### src/rtl/segcmp_pkg.sv
package segcmp_pkg;

  typedef enum logic [1:0] {
    RES_DRAW = 2'b00,
    RES_GT   = 2'b01,
    RES_LT   = 2'b10
  } res_t;

  // Clear positions where both operands hold 1
  function automatic logic [1:0] pre_encode(input logic abit, input logic bbit);
    return {abit & ~bbit, ~abit & bbit};
  endfunction

  // Two win flags: both high means nothing was decided
  function automatic res_t flags_to_res(input logic win_a, input logic win_b);
    if (win_a && win_b) return RES_DRAW;
    if (win_a)          return RES_GT;
    if (win_b)          return RES_LT;
    return RES_DRAW;
  endfunction

  // The more significant input wins unless it is a draw
  function automatic res_t merge_res(input res_t hi, input res_t lo);
    return (hi == RES_DRAW) ? lo : hi;
  endfunction

endpackage

### src/rtl/race_segment.sv
module race_segment
  import segcmp_pkg::*;
#(
  parameter int SEG_W = 8
) (
  input  logic             clk,
  input  logic             rst_n,
  input  logic             start,
  input  logic [SEG_W-1:0] a_seg,
  input  logic [SEG_W-1:0] b_seg,
  output logic             busy,
  output logic             done,
  output logic             win_a,
  output logic             win_b
);
  localparam int CW = (SEG_W > 1) ? $clog2(SEG_W) : 1;
  localparam logic [CW-1:0] LAST = CW'(SEG_W - 1);

  logic [SEG_W-1:0] enc_a, enc_b;
  logic [SEG_W-1:0] pa_q, pb_q;
  logic [CW-1:0]    cnt_q;
  logic             decided_q;
  logic [CW-1:0]    bit_idx;
  logic             hit_a, hit_b, accept;

  for (genvar i = 0; i < SEG_W; i++) begin : g_enc
    assign {enc_a[i], enc_b[i]} = pre_encode(a_seg[i], b_seg[i]);
  end

  assign bit_idx = LAST - cnt_q;
  assign accept  = start && !busy;
  assign hit_a   = busy && !decided_q && pa_q[bit_idx];
  assign hit_b   = busy && !decided_q && pb_q[bit_idx];

  always_ff @(posedge clk or negedge rst_n) begin
    if (!rst_n) begin
      busy      <= 1'b0;
      done      <= 1'b0;
      cnt_q     <= '0;
      decided_q <= 1'b0;
      win_a     <= 1'b1;
      win_b     <= 1'b1;
      pa_q      <= '0;
      pb_q      <= '0;
    end else begin
      done <= 1'b0;
      if (accept) begin
        busy      <= 1'b1;
        cnt_q     <= '0;
        decided_q <= 1'b0;
        win_a     <= 1'b1;
        win_b     <= 1'b1;
        pa_q      <= enc_a;
        pb_q      <= enc_b;
      end else if (busy) begin
        if (hit_a) begin
          win_b     <= 1'b0;
          decided_q <= 1'b1;
        end else if (hit_b) begin
          win_a     <= 1'b0;
          decided_q <= 1'b1;
        end
        cnt_q <= cnt_q + CW'(1);
        if (cnt_q == LAST) begin
          busy <= 1'b0;
          done <= 1'b1;
        end
      end
    end
  end

  // after pre-encoding, no position is claimed by both operands
  p_preenc_exclusive_r1: assert property (@(posedge clk) disable iff (!rst_n)
    !(hit_a && hit_b));

  // once a slice is decided, exactly one flag stays up
  p_flags_never_both_low_r2: assert property (@(posedge clk) disable iff (!rst_n)
    !(!win_a && !win_b));

  // a decided slice keeps its verdict until the race ends
  p_verdict_sticks_r2: assert property (@(posedge clk) disable iff (!rst_n)
    (busy && decided_q) |=> ($stable(win_a) && $stable(win_b)));

  // the completion pulse lasts one cycle
  p_done_single_r6: assert property (@(posedge clk) disable iff (!rst_n)
    done |=> !done);

  // a running race is not restarted
  p_no_restart_r8: assert property (@(posedge clk) disable iff (!rst_n)
    (busy && cnt_q != LAST) |=> (busy && cnt_q == $past(cnt_q) + CW'(1)));

endmodule

### src/rtl/prio_tree.sv
module prio_tree
  import segcmp_pkg::*;
#(
  parameter int NSEG = 4
) (
  input  logic [2*NSEG-1:0] leaf_flat,  // leaf j at [2j+:2], j = 0 is the most significant slice
  output res_t              root
);
  res_t heap [1:2*NSEG-1];

  for (genvar j = 0; j < NSEG; j++) begin : g_leaf
    assign heap[NSEG+j] = res_t'(leaf_flat[2*j +: 2]);
  end

  for (genvar n = 1; n < NSEG; n++) begin : g_node
    assign heap[n] = merge_res(heap[2*n], heap[2*n+1]);
  end

  assign root = heap[1];
endmodule

### src/rtl/seg_race_cmp.sv
module seg_race_cmp
  import segcmp_pkg::*;
#(
  parameter int WIDTH = 32,
  parameter int SEG_W = 8
) (
  input  logic             clk,
  input  logic             rst_n,
  input  logic             start,
  input  logic [WIDTH-1:0] a,
  input  logic [WIDTH-1:0] b,
  output logic             done,
  output logic             a_gt_b,
  output logic             a_lt_b,
  output logic             a_eq_b
);
  localparam int NSEG = WIDTH / SEG_W;

  if ((WIDTH % SEG_W) != 0 || NSEG < 1 || (NSEG & (NSEG - 1)) != 0) begin : g_bad_width
    initial $error("seg_race_cmp: WIDTH must be a power-of-two multiple of SEG_W");
  end

  logic [NSEG-1:0]   seg_done, seg_busy, seg_wa, seg_wb;
  logic [2*NSEG-1:0] leaf_flat;
  res_t              root;
  res_t              top_leaf;
  logic              any_busy, leaves_all_draw;

  for (genvar i = 0; i < NSEG; i++) begin : g_seg
    race_segment #(.SEG_W(SEG_W)) u_seg (
      .clk   (clk),
      .rst_n (rst_n),
      .start (start),
      .a_seg (a[i*SEG_W +: SEG_W]),
      .b_seg (b[i*SEG_W +: SEG_W]),
      .busy  (seg_busy[i]),
      .done  (seg_done[i]),
      .win_a (seg_wa[i]),
      .win_b (seg_wb[i])
    );
    assign leaf_flat[2*(NSEG-1-i) +: 2] = flags_to_res(seg_wa[i], seg_wb[i]);
  end

  prio_tree #(.NSEG(NSEG)) u_tree (
    .leaf_flat (leaf_flat),
    .root      (root)
  );

  assign done     = &seg_done;
  assign any_busy = |seg_busy;
  assign a_gt_b   = (root == RES_GT);
  assign a_lt_b   = (root == RES_LT);
  assign a_eq_b   = (root == RES_DRAW);

  assign top_leaf        = res_t'(leaf_flat[1:0]);
  assign leaves_all_draw = (leaf_flat == '0);

  // slices started together finish together
  p_done_aligned_r6: assert property (@(posedge clk) disable iff (!rst_n)
    (|seg_done) |-> (&seg_done));

  // one verdict at completion
  p_one_verdict_r7: assert property (@(posedge clk) disable iff (!rst_n)
    done |-> ($countones({a_gt_b, a_lt_b, a_eq_b}) == 1));

  // a decided top slice fixes the final verdict
  p_msb_priority_r4: assert property (@(posedge clk) disable iff (!rst_n)
    (top_leaf != RES_DRAW) |-> (root == top_leaf));

  // equality only when every slice draws
  p_eq_all_draw_r5: assert property (@(posedge clk) disable iff (!rst_n)
    (root == RES_DRAW) |-> leaves_all_draw);

  // idle outputs hold until a start is taken
  p_hold_idle_r9: assert property (@(posedge clk) disable iff (!rst_n)
    (!any_busy && !start) |=> ($stable(a_gt_b) && $stable(a_lt_b) && $stable(a_eq_b)));

endmodule

### config.mk
export PLATFORM = sky130hd
export DESIGN_NAME = seg_race_cmp
export DESIGN_NICKNAME = d
export VERILOG_FILES = /design/src/rtl/segcmp_pkg.sv /design/src/rtl/race_segment.sv /design/src/rtl/prio_tree.sv /design/src/rtl/seg_race_cmp.sv
export SDC_FILE = /design/constraint.sdc
export NUM_CORES = 1
export LEC_CHECK = 0
export ABC_CLOCK_PERIOD_IN_PS = 3200
export BUFFER_PORTS_ARGS = -buffer_cell sky130_fd_sc_hd__buf_2
export CAP_MARGIN = 15
export CELL_PAD_IN_SITES_DETAIL_PLACEMENT = 1
export CELL_PAD_IN_SITES_GLOBAL_PLACEMENT = 1
export CORE_MARGIN = 2
export CORE_UTILIZATION = 48
export CTS_BUF_LIST = sky130_fd_sc_hd__clkbuf_8 sky130_fd_sc_hd__clkbuf_16
export DETAILED_ROUTE_END_ITERATION = 16
export MAX_ROUTING_LAYER = met4
export PLACE_DENSITY = 0.83
export SETUP_SLACK_MARGIN = 0.1
export SYNTH_ARGS = -nofsm -noshare
export SYNTH_HDL_FRONTEND = slang
export SYNTH_SLANG_ARGS = --single-unit
### constraint.sdc
create_clock -name clk -period 3.2 [get_ports clk]
set_input_delay 0 -clock clk [delete_from_list [all_inputs] [get_ports clk]]
set_output_delay 0 -clock clk [all_outputs]
set_load 0.01 [all_outputs]
==> run summary <==
initial antenna violation count: 1
Worst Skew: 17.1 ps
level count of the clock H-tree: 3
classification of the worst setup path: reg -> out
fmax: 428 MHz
source-to-sink clock delay at the later pin of the worst-skew pair: 380 ps
post-DR wirelength/cell: 18.9 microns
Finish-stage setup viols: 0
Primary FF master, synth: sky130_fd_sc_hd__dfrtp_1
Starting Density: 50.0%
timing startpoint of the critical path: g_seg[1].u_seg.win_b
# port buffers: 70
clock root buffer master: sky130_fd_sc_hd__clkbuf_8
most utilized layer in the global route result: met2
met1 usage: 31.5%
final global-route overflow total: 0
Die Y: 103 microns
drt pass-1 iters: 4
FP Rows: 35
clock slew at the register clock pins of the worst setup and hold paths: 90 ps
cell accounting for the most synthesized area: sky130_fd_sc_hd__dfrtp_1
remaining antenna violation count: 0
number of pins exceeding their max-slew limit in the final report: 0
number of vias per cell after detailed routing: 5.35
TNS Setup: 0 ps
final total power: 5.19 mW
CTS-repair resized insts: 0
type of the worst min-delay path: in -> reg
commonest cells after routing, fill and taps aside: sky130_fd_sc_hd__dlygate4sd3_1 (97), sky130_fd_sc_hd__dfrtp_1 (88), sky130_fd_sc_hd__nand2_1 (79)
maximum ir drop on the vdd rail: 340 uV
Synth Register Bits: 96
met3 GRT Util: 3.80%
die outline area: 10500 sq um
TritonCTS clock tree: yes
Avg Inst Size Synth: 10.3 sq um
R2R Path Start: g_seg[3].u_seg.cnt_q[0]
via count of the first global-routing pass: 4611
buffer depth of the longest clock path: 2
wire length of the first global-routing pass: 22700 microns
drt drc: 0
post-route fraction of the period consumed by the critical path: 73.1%
Crit Reg-Reg Endpoint: g_seg[3].u_seg.decided_q
via count: 4005
actual transition at the worst max-transition pin: 962 ps
mapped cell area: 4670 sq um
number of synthesized flops with an enable pin: 0
fraction of synthesized cell area taken by the top area cell type: 47.2%
pin count of the biggest net entering global routing: 48
gp weighted congestion: 0.788
Hold Slack: 54.9 ps
number of distinct standard cells referenced by the synthesized netlist: 35
Mapped Nets: 532
Critical Path AT: 2340 ps
detailed-route wire length: 14100 microns
half-perimeter wire length after detailed placement: 7360 microns
tightest slew margin relative to the limit: 35.7%
capturing element type of the critical path: output pin
run status: finished clean
pwr dens: 824 nW/um^2
Post-synth ARST share: 100%
critical path capture point: a_lt_b
Overall Global Routing Usage: 29.4%
ranking of synthesized cells by area: sky130_fd_sc_hd__dfrtp_1 (47%), sky130_fd_sc_hd__nand2b_1 (9.2%), sky130_fd_sc_hd__o21ai_0 (7.1%), sky130_fd_sc_hd__nand2_1 (6.4%), sky130_fd_sc_hd__mux4_2 (4.8%)
maximum fanout along the worst path: 4
final design utilization: 67.5%
number of ports placed on the die boundary: 71
clock sinks: 96
number of cells on the worst reg-to-reg path: 3
area of the placeable core: 9330 sq um
first-iteration detailed-routing DRC count: 123
unrepaired setup endpoints after global routing: no
layout net count: 693
number of standard cells after synthesis: 453
sequential fraction of the synthesis area: 51.7%
number of placed cells counting well taps: 634
final cell count without fillers: 749
final hold violation count: 0
GR Util met2: 53.9%
Die Span X: 103 microns
type of element launching the critical path: flop
CP Data Required Time: 3200 ps
number of setup buffers added after CTS: 0
reported leakage power: 2.86 nW
fill count: 1009
P&R area growth vs syn: 34.9%
Max Cap Violations: 0
setup slack, reg-to-reg: 1370 ps
number of cells traversed by the worst hold path: 3
layout cell share with drive strength beyond 1: 18.1%
most common library cell in the layout ignoring fill and taps: sky130_fd_sc_hd__dlygate4sd3_1
total clock buffers created by CTS: 9
time the final worst path needs with I/O delays and setup: 2340 ps
count of synthesis-stage warnings from yosys: 0
[state kept, by name, indices dropped and copies added (netlist names)]
name,cells
g_seg.u_seg.decided_q,4
g_seg.u_seg.cnt_q,12
g_seg.u_seg.done,4
g_seg.u_seg.pb_q,32
g_seg.u_seg.win_a,4
g_seg.u_seg.pa_q,32
g_seg.u_seg.busy,4
g_seg.u_seg.win_b,4
[metrics by stage]
stage / setup slack [ps] / instance area (sq um)
floorplan: 1460 / 4670
global placement: 1380 / 5090
detailed placement: 1310 / 5090
CTS: 902 / 6260
global route: 730 / 6290
finish: 862 / 6290
[Yosys cell counts (all sizes together), types with 10 or more instances]
| library cell | count |
|---|---|
| nand2b | 69 |
| ha | 12 |
| nand2 | 79 |
| mux2i | 12 |
| buf | 10 |
| inv | 10 |
| dfrtp | 88 |
| o21ai | 68 |
| mux4 | 10 |
| a22o | 11 |
| clkbuf | 10 |
[per-layer routing]
metal / up-vias / routed length (microns)
met5: - / 0
met4: 0 / 397
met3: 30 / 356
met2: 86 / 7830
met1: 2005 / 5550
li1: 1884 / -
[logic make-up after synthesis]
| family | Yosys count | synth area share [%] |
|---|---|---|
| simple gates | 181 | 19.7 |
| flops | 96 | 51.7 |
| buf+inv | 30 | 3.14 |
| compound gates | 111 | 14.6 |
| mux | 23 | 7.64 |
| fa+ha+maj | 12 | 3.22 |
[final cells by class]
class | instances | area [sq um] | area share, %
diodes | 1 | 2.50 | 0.0398
clock buffers | 11 | 151 | 2.41
multi-input cells | 327 | 2110 | 33.5
clock inverters | 5 | 55.1 | 0.875
flip-flops and latches | 96 | 2410 | 38.3
repair buffers | 170 | 1370 | 21.7
well taps | 129 | 161 | 2.56
inverters | 10 | 37.5 | 0.596
[where the power goes]
| group | leakage [nW] | internal [mW] | switching [mW] | total [mW] |
|---|---|---|---|---|
| combinational | 1.55 | 0.971 | 1.04 | 2.01 |
| sequential | 1.20 | 1.77 | 0.555 | 2.33 |
| clock | 0.107 | 0.404 | 0.451 | 0.855 |
| total | 2.86 | 3.15 | 2.04 | 5.19 |
[worst min-delay path by stage]
stage,start,to,slack (ps)
floorplan,rst_n,g_seg[0].u_seg.busy,-300
global placement,rst_n,g_seg[2].u_seg.pa_q[4],40
detailed placement,rst_n,g_seg[2].u_seg.pa_q[4],50
CTS,start,g_seg[0].u_seg.win_a,20
global route,start,g_seg[0].u_seg.win_a,70
finish,start,g_seg[2].u_seg.win_a,50
[worst max-delay path: stages (launching register included)]
cell and delay [ps]:
sky130_fd_sc_hd__dfstp_2 560, sky130_fd_sc_hd__inv_1 50, sky130_fd_sc_hd__ha_1 330, sky130_fd_sc_hd__and3b_1 230, sky130_fd_sc_hd__o31ai_1 220, sky130_fd_sc_hd__nand3_1 180
sky130_fd_sc_hd__a211oi_1 240, sky130_fd_sc_hd__buf_2 170
[repair_timing]
| item | in CTS | in global routing |
|---|---|---|
| hold buffers | 97 | 0 |
| endpoints found under the hold margin | 106 | 0 |
| endpoints found under the setup margin | 0 | 0 |
Note: power is estimated with default switching activity, not from simulation.
